===== src/rtl/sdtr_pkg.sv =====
package sdtr_pkg;

    localparam int unsigned SDTR_BANK_W  = 2;
    localparam int unsigned SDTR_ROW_W   = 13;
    localparam int unsigned SDTR_COL_W   = 9;
    localparam int unsigned SDTR_DATA_W  = 32;
    localparam int unsigned SDTR_MAX_CL  = 3;
    localparam int unsigned SDTR_ALL_BIT = 10;

    typedef enum logic [2:0] {
        CMD_NOP = 3'd0,
        CMD_ACT = 3'd1,
        CMD_RD  = 3'd2,
        CMD_WR  = 3'd3,
        CMD_PRE = 3'd4,
        CMD_REF = 3'd5
    } sdtr_cmd_e;

    // Pin group to command; anything unrecognised counts as idle.
    function automatic sdtr_cmd_e sdtr_decode(input logic cs_n, input logic ras_n,
                                              input logic cas_n, input logic we_n);
        sdtr_cmd_e c;
        c = CMD_NOP;
        if (!cs_n) begin
            case ({ras_n, cas_n, we_n})
                3'b011:  c = CMD_ACT;
                3'b101:  c = CMD_RD;
                3'b100:  c = CMD_WR;
                3'b010:  c = CMD_PRE;
                3'b001:  c = CMD_REF;
                default: c = CMD_NOP;
            endcase
        end
        return c;
    endfunction

    function automatic logic sdtr_is_column(input sdtr_cmd_e c);
        return (c == CMD_RD) || (c == CMD_WR);
    endfunction

endpackage


===== src/rtl/sdtr_cmd_decode.sv =====
module sdtr_cmd_decode
    import sdtr_pkg::*;
(
    input  logic      cs_n,
    input  logic      ras_n,
    input  logic      cas_n,
    input  logic      we_n,
    output sdtr_cmd_e cmd
);

    always_comb begin
        cmd = sdtr_decode(cs_n, ras_n, cas_n, we_n);
    end

endmodule


===== src/rtl/sdtr_row_track.sv =====
module sdtr_row_track
    import sdtr_pkg::*;
#(
    parameter int unsigned BANK_W  = SDTR_BANK_W,
    parameter int unsigned ROW_W   = SDTR_ROW_W,
    parameter int unsigned ALL_BIT = SDTR_ALL_BIT,
    localparam int unsigned BANKS  = 1 << BANK_W
) (
    input  logic              clk,
    input  logic              rst,
    input  sdtr_cmd_e         cmd,
    input  logic [BANK_W-1:0] bank,
    input  logic [ROW_W-1:0]  maddr,
    output logic [BANKS-1:0]  row_vld,
    output logic [ROW_W-1:0]  sel_row,
    output logic              sel_hit
);

    logic [BANKS-1:0][ROW_W-1:0] rows;

    for (genvar b = 0; b < BANKS; b++) begin : g_bank
        logic [ROW_W-1:0] row_q;
        logic             vld_q;
        logic             mine;

        assign mine = (bank == BANK_W'(b));

        always_ff @(posedge clk) begin
            if (rst) begin
                row_q <= '0;
                vld_q <= 1'b0;
            end else begin
                case (cmd)
                    CMD_ACT: begin
                        if (mine) begin
                            row_q <= maddr;
                            vld_q <= 1'b1;
                        end
                    end
                    CMD_PRE: begin
                        if (mine || maddr[ALL_BIT]) begin
                            vld_q <= 1'b0;
                        end
                    end
                    default: ;
                endcase
            end
        end

        assign rows[b]    = row_q;
        assign row_vld[b] = vld_q;
    end

    assign sel_row = rows[bank];
    assign sel_hit = row_vld[bank];

endmodule


===== src/rtl/sdtr_beat_pipe.sv =====
module sdtr_beat_pipe
    import sdtr_pkg::*;
#(
    parameter int unsigned BANK_W  = SDTR_BANK_W,
    parameter int unsigned ROW_W   = SDTR_ROW_W,
    parameter int unsigned COL_W   = SDTR_COL_W,
    parameter int unsigned DATA_W  = SDTR_DATA_W,
    parameter int unsigned MAX_CL  = SDTR_MAX_CL,
    localparam int unsigned ADDR_W = BANK_W + ROW_W + COL_W,
    localparam int unsigned CL_W   = $clog2(MAX_CL + 1)
) (
    input  logic              clk,
    input  logic              rst,
    input  sdtr_cmd_e         cmd,
    input  logic [BANK_W-1:0] bank,
    input  logic [COL_W-1:0]  col,
    input  logic [ROW_W-1:0]  open_row,
    input  logic              open_hit,
    input  logic [CL_W-1:0]   cas_lat,
    input  logic              strobe,
    input  logic [DATA_W-1:0] mdata,
    input  logic              code,
    output logic              rd_due,
    output logic              rec_valid,
    output logic              rec_write,
    output logic              rec_code,
    output logic              rec_err,
    output logic [ADDR_W-1:0] rec_addr,
    output logic [DATA_W-1:0] rec_data
);

    typedef struct packed {
        logic              v;
        logic              err;
        logic [ADDR_W-1:0] addr;
    } beat_t;

    beat_t           cur;
    beat_t           sel;
    beat_t           pend_q [1:MAX_CL];
    logic [CL_W-1:0] lat;
    logic            due;

    // Column beat as seen on this edge, row taken from the bank tracker now.
    always_comb begin
        cur.v    = sdtr_is_column(cmd);
        cur.err  = !open_hit;
        cur.addr = {bank, (open_hit ? open_row : {ROW_W{1'b0}}), col};
    end

    always_comb begin
        if (cas_lat == '0)
            lat = CL_W'(1);
        else if (cas_lat > CL_W'(MAX_CL))
            lat = CL_W'(MAX_CL);
        else
            lat = cas_lat;
    end

    // Delay line: a read enters at depth lat and falls due when it leaves stage 1.
    always_ff @(posedge clk) begin
        if (rst) begin
            for (int k = 1; k <= MAX_CL; k++) pend_q[k] <= '0;
        end else begin
            for (int k = 1; k < MAX_CL; k++) begin
                if (cmd == CMD_RD && lat == CL_W'(k))
                    pend_q[k] <= cur;
                else
                    pend_q[k] <= pend_q[k+1];
            end
            if (cmd == CMD_RD && lat == CL_W'(MAX_CL))
                pend_q[MAX_CL] <= cur;
            else
                pend_q[MAX_CL] <= '0;
        end
    end

    // A maturing read owns the data bus; a simultaneous write beat loses.
    assign rd_due = pend_q[1].v;
    assign sel    = rd_due ? pend_q[1] : cur;
    assign due    = rd_due || (cmd == CMD_WR);

    always_ff @(posedge clk) begin
        if (rst) begin
            rec_valid <= 1'b0;
            rec_write <= 1'b0;
            rec_code  <= 1'b0;
            rec_err   <= 1'b0;
            rec_addr  <= '0;
            rec_data  <= '0;
        end else begin
            rec_valid <= due && strobe;
            if (due && strobe) begin
                rec_write <= !rd_due;
                rec_code  <= code;
                rec_err   <= sel.err;
                rec_addr  <= sel.addr;
                rec_data  <= mdata;
            end
        end
    end

endmodule


===== src/rtl/sdram_trace_decoder.sv =====
module sdram_trace_decoder
    import sdtr_pkg::*;
#(
    parameter int unsigned BANK_W  = SDTR_BANK_W,
    parameter int unsigned ROW_W   = SDTR_ROW_W,
    parameter int unsigned COL_W   = SDTR_COL_W,
    parameter int unsigned DATA_W  = SDTR_DATA_W,
    parameter int unsigned MAX_CL  = SDTR_MAX_CL,
    parameter int unsigned ALL_BIT = SDTR_ALL_BIT,
    localparam int unsigned ADDR_W = BANK_W + ROW_W + COL_W,
    localparam int unsigned CL_W   = $clog2(MAX_CL + 1),
    localparam int unsigned BANKS  = 1 << BANK_W
) (
    input  logic              clk,
    input  logic              rst,
    input  logic [CL_W-1:0]   cfg_cas_lat,
    input  logic              mem_cs_n,
    input  logic              mem_ras_n,
    input  logic              mem_cas_n,
    input  logic              mem_we_n,
    input  logic [BANK_W-1:0] mem_bank,
    input  logic [ROW_W-1:0]  mem_addr,
    input  logic [DATA_W-1:0] mem_data,
    input  logic              data_strobe,
    input  logic              code_fetch,
    output logic              rec_valid,
    output logic              rec_write,
    output logic              rec_code,
    output logic              rec_err,
    output logic [ADDR_W-1:0] rec_addr,
    output logic [DATA_W-1:0] rec_data
);

    sdtr_cmd_e        cmd;
    logic [BANKS-1:0] row_vld;
    logic [ROW_W-1:0] open_row;
    logic             open_hit;
    logic             rd_due;

    sdtr_cmd_decode u_dec (
        .cs_n  (mem_cs_n),
        .ras_n (mem_ras_n),
        .cas_n (mem_cas_n),
        .we_n  (mem_we_n),
        .cmd   (cmd)
    );

    sdtr_row_track #(
        .BANK_W  (BANK_W),
        .ROW_W   (ROW_W),
        .ALL_BIT (ALL_BIT)
    ) u_rows (
        .clk     (clk),
        .rst     (rst),
        .cmd     (cmd),
        .bank    (mem_bank),
        .maddr   (mem_addr),
        .row_vld (row_vld),
        .sel_row (open_row),
        .sel_hit (open_hit)
    );

    sdtr_beat_pipe #(
        .BANK_W (BANK_W),
        .ROW_W  (ROW_W),
        .COL_W  (COL_W),
        .DATA_W (DATA_W),
        .MAX_CL (MAX_CL)
    ) u_pipe (
        .clk       (clk),
        .rst       (rst),
        .cmd       (cmd),
        .bank      (mem_bank),
        .col       (mem_addr[COL_W-1:0]),
        .open_row  (open_row),
        .open_hit  (open_hit),
        .cas_lat   (cfg_cas_lat),
        .strobe    (data_strobe),
        .mdata     (mem_data),
        .code      (code_fetch),
        .rd_due    (rd_due),
        .rec_valid (rec_valid),
        .rec_write (rec_write),
        .rec_code  (rec_code),
        .rec_err   (rec_err),
        .rec_addr  (rec_addr),
        .rec_data  (rec_data)
    );

endmodule


===== config.mk =====
export PLATFORM = sky130hd
export DESIGN_NAME = sdram_trace_decoder
export DESIGN_NICKNAME = d
export VERILOG_FILES = /design/src/rtl/sdtr_pkg.sv /design/src/rtl/sdtr_cmd_decode.sv /design/src/rtl/sdtr_row_track.sv /design/src/rtl/sdtr_beat_pipe.sv /design/src/rtl/sdram_trace_decoder.sv
export SDC_FILE = /design/constraint.sdc
export NUM_CORES = 1
export LEC_CHECK = 0
export BUFFER_PORTS_ARGS = -buffer_cell sky130_fd_sc_hd__buf_2
export CAP_MARGIN = 30
export CORE_UTILIZATION = 55
export CTS_CLUSTER_SIZE = 8
export DETAILED_ROUTE_END_ITERATION = 7
export HOLD_SLACK_MARGIN = 0.1
export PLACE_DENSITY = 0.77
export SLEW_MARGIN = 20
export SYNTH_ARGS = -nofsm -noshare
export SYNTH_HDL_FRONTEND = slang
export SYNTH_SLANG_ARGS = --single-unit

===== constraint.sdc =====
create_clock -name clk -period 4.38 [get_ports clk]
set_clock_uncertainty 0.2 [all_clocks]
set_input_delay 0.438 -clock clk [delete_from_list [all_inputs] [get_ports clk]]
set_output_delay 0.438 -clock clk [all_outputs]
set_load 0.02 [all_outputs]

==> qor.txt <==
Final period util = 61.4%
Status = complete, no violations
Total Routed Length = 19,500 um
Starting density of the core = 57.4%
DP Area = 8960 um2
Leak Pwr = 0.00403 uW
Mapped Area = 8090 um2
Nets@finish = 1,032
YS warnings = 0
CORE AREA = 14,100 um2
Hold Crit Class = input pin to flip-flop
# IOs = 117
Worst Path Max Fanout = 81
Comb power frac = 9.3%
Internal Power = 2870 uW
DIE WIDTH = 123 um
Main area contributors after synthesis = edfxtp_1 (29%), dfxtp_1 (29%), nand2_1 (7.2%), a21oi_1 (5.3%), mux4_2 (3.9%)
CP Launch Type = input pin
M2 GR Usage = 45.0%
GR Layer Usage met1 = 33.9%
# setup viols final = 0
RSZ-0062 raised after global routing = false
Clk pwr share = 38.2%
Final instance area = 9890 um2
Clock Path Buffers = 2
Post-route ant nets = 0
WL/cell = 16.7 um
Final hold violation count = 0
Slew @ Worst Pin = 0.953 ns
DIE AREA = 15,200 um2
Clock tree sinks = 194
Largest net degree at the start of global routing = 82
Pwr dens = 381 nW/um2
H-tree levels = 4
Max_cap viols = 0
Initial antenna violation count = 0
Critical Setup Path Class = input pin to flip-flop
# fillers = 1,087
Port buffer count = 116
Distinct cells, synth = 38
Fmax = 0.372 GHz
Max-slew headroom = 36.5%
Switch share = 23.9%
Flop pwr share = 52.5%
# rows = 43
Predominant post-synthesis flop cell = dfxtp_1
DP HPWL = 11,800 um
GR Util met3 = 5.90%
Post-CTS Setup Inserts = 0
Number of global-route vias before repair = 6,042
Gr usage total = 26.9%
Final Wtd Congestion = 0.756
Via count = 6,440
Post-synth ARST share = 0%
Yosys reg bits = 194
CTS buffer count = 17
Diode count = 0
Worst Path Arrival = 2.67 ns
Top cells by count, synth = nand2_1 (155), dfxtp_1 (116), a21oi_1 (86), edfxtp_1 (78), nor2_1 (63)
Busiest layer in global routing = met2
Fin. max-slew vios = 0
Average size of a mapped cell = 10.4 um2
Post-synthesis sequential area ratio = 57.7%
Synth area leader = edfxtp_1
Worst skew pair latency = 0.43 ns
Setup TNS = 0 ns
Starting DRT DRC Count = 546
Synthesis-to-finish area growth = 22.3%
Height of the chip = 123 um
Max VDD drop = 0.346 mV
Gate Count Post-Synth = 781
Layout cells sized above 1 = 19.4%
DRC errors left = 0
Post-synth top area share = 29.0%
Required @ worst endpoint = 4.36 ns
EDFF count, synth = 78
Tmin final = 2.69 ns
Vias per std cell = 5.51
First-pass GRT wire length = 30,400 um
Gr ovfl total = 0
Crit end category = flip-flop
Root buf cell = clkbuf_16
Net Switching = 902 uW
DR pass1 iterations = 5
CTS tree = done
Most common cell in the netlist = nand2_1
Clock-pin slew on the worst setup and hold paths = 0.07 ns
==> power by group through the flow <==
stage / combinational, uW / clock [uW] / sequential (uW)
global placement: 308 / 0 / 2020
global route: 381 / 1540 / 1990
detailed placement: 313 / 0 / 2020
CTS: 340 / 1460 / 1980
floorplan: 171 / 0 / 2050
finish: 349 / 1440 / 1980
==> cell families (layout without fill, tap and decap cells) <==
family | Yosys count | in the layout | share of synthesized area (%)
flops | 194 | 194 | 57.7
simple gates | 314 | 314 | 17.4
compound gates | 163 | 163 | 13.6
mux | 39 | 39 | 6.99
other cells | 1 | 78 | 0.0464
buf+inv | 70 | 200 | 4.22
==> area by class of cell <==
type                            instances  area [um2]  share of cell area (%)
Tap cell                              180         225                    2.28
Clock buffer                           23         488                    4.93
Clock inverter                          9        53.8                   0.544
Inverter                                3        11.3                   0.114
Timing Repair Buffer                  165        1070                    10.8
Sequential cell                       194        4660                    47.2
Multi-Input combinational cell        594        3380                    34.2
==> registers in the layout, summed over array words and instances, names as in the netlist <==
signal,count
u_pipe.rec_write,1
u_pipe.rec_addr,24
u_rows.g_bank.vld_q,4
u_pipe.rec_err,1
u_pipe.rec_valid,1
u_rows.g_bank.row_q,52
u_pipe.rec_code,1
u_pipe.pend_q,78
u_pipe.rec_data,32
==> per-stage QoR <==
step	total power, uW	std cells	utilization (%)	setup WS [ns]	hold WS (ns)
final	3770	1168	70.2	1.69	0.129
after global routing	3910	1168	70.2	1.60	0.141
after CTS	3780	1166	70.0	1.76	0.112
after detailed placement	2330	1097	63.5	1.30	0.246
after global placement	2320	1096	63.4	1.31	0.239
after floorplan	2220	858	-	2.31	0.233
==> worst max-delay path, stage by stage <==
cell      delay [ns]
buf_4           0.51
buf_4           0.77
nor2_2          0.30
buf_8           0.25
a2bb2o_1        0.29
==> what timing repair did <==
| action | 4_1_cts | 5_1_grt |
|---|---|---|
| hold buffers | 37 | 0 |
| endpoints found under the hold margin | 46 | 0 |
| resized for setup | 0 | 0 |
==> final timing paths <==
| kind | slack, ns | depth (start not counted) | from | endpoint |
|---|---|---|---|---|
| worst max-delay path | 1.69 | 5 | rst | u_pipe.pend_q[0][63]$_DFFE_PP_ |
| worst min-delay path | 0.13 | 3 | mem_addr[10] | u_rows.g_bank[2].row_q[10]$_SDFFE_PP0P_ |
| worst min register to register | 0.25 | 2 | u_pipe.rec_data[16]$_SDFFE_PP0P_ | u_pipe.rec_data[16]$_SDFFE_PP0P_ |
| worst max register to register | 2.33 | 3 | u_rows.g_bank[3].vld_q$_SDFFE_PP0P_ | u_pipe.pend_q[0][63]$_DFFE_PP_ |
==> per-layer routing <==
layer / vias up / wire [um]
met2: 249 / 9600
li1: 3084 / -
met4: 0 / 545
met5: - / 0
met1: 3060 / 8240
met3: 47 / 1130
==> cells in the final DEF (no fill, tap or decap), types with 7 or more instances in the layout <==
cell type and instances:
nand3_1 39, o21ai_1 8, nand2_1 155, buf_4 10, and3_1 13, a22o_1 11, a2bb2o_1 7, mux2i_1 25
dlygate4sd3_1 37, a21oi_1 86, o211a_1 13, dfxtp_1 116, nor3_1 12, nand3b_1 13, o21ai_0 9, clkbuf_16 17
mux4_2 14, a211oi_1 13, edfxtp_1 78, nor2_1 62, conb_1 78, buf_2 115
No activity file was read; power rests on OpenSTA's default activity.
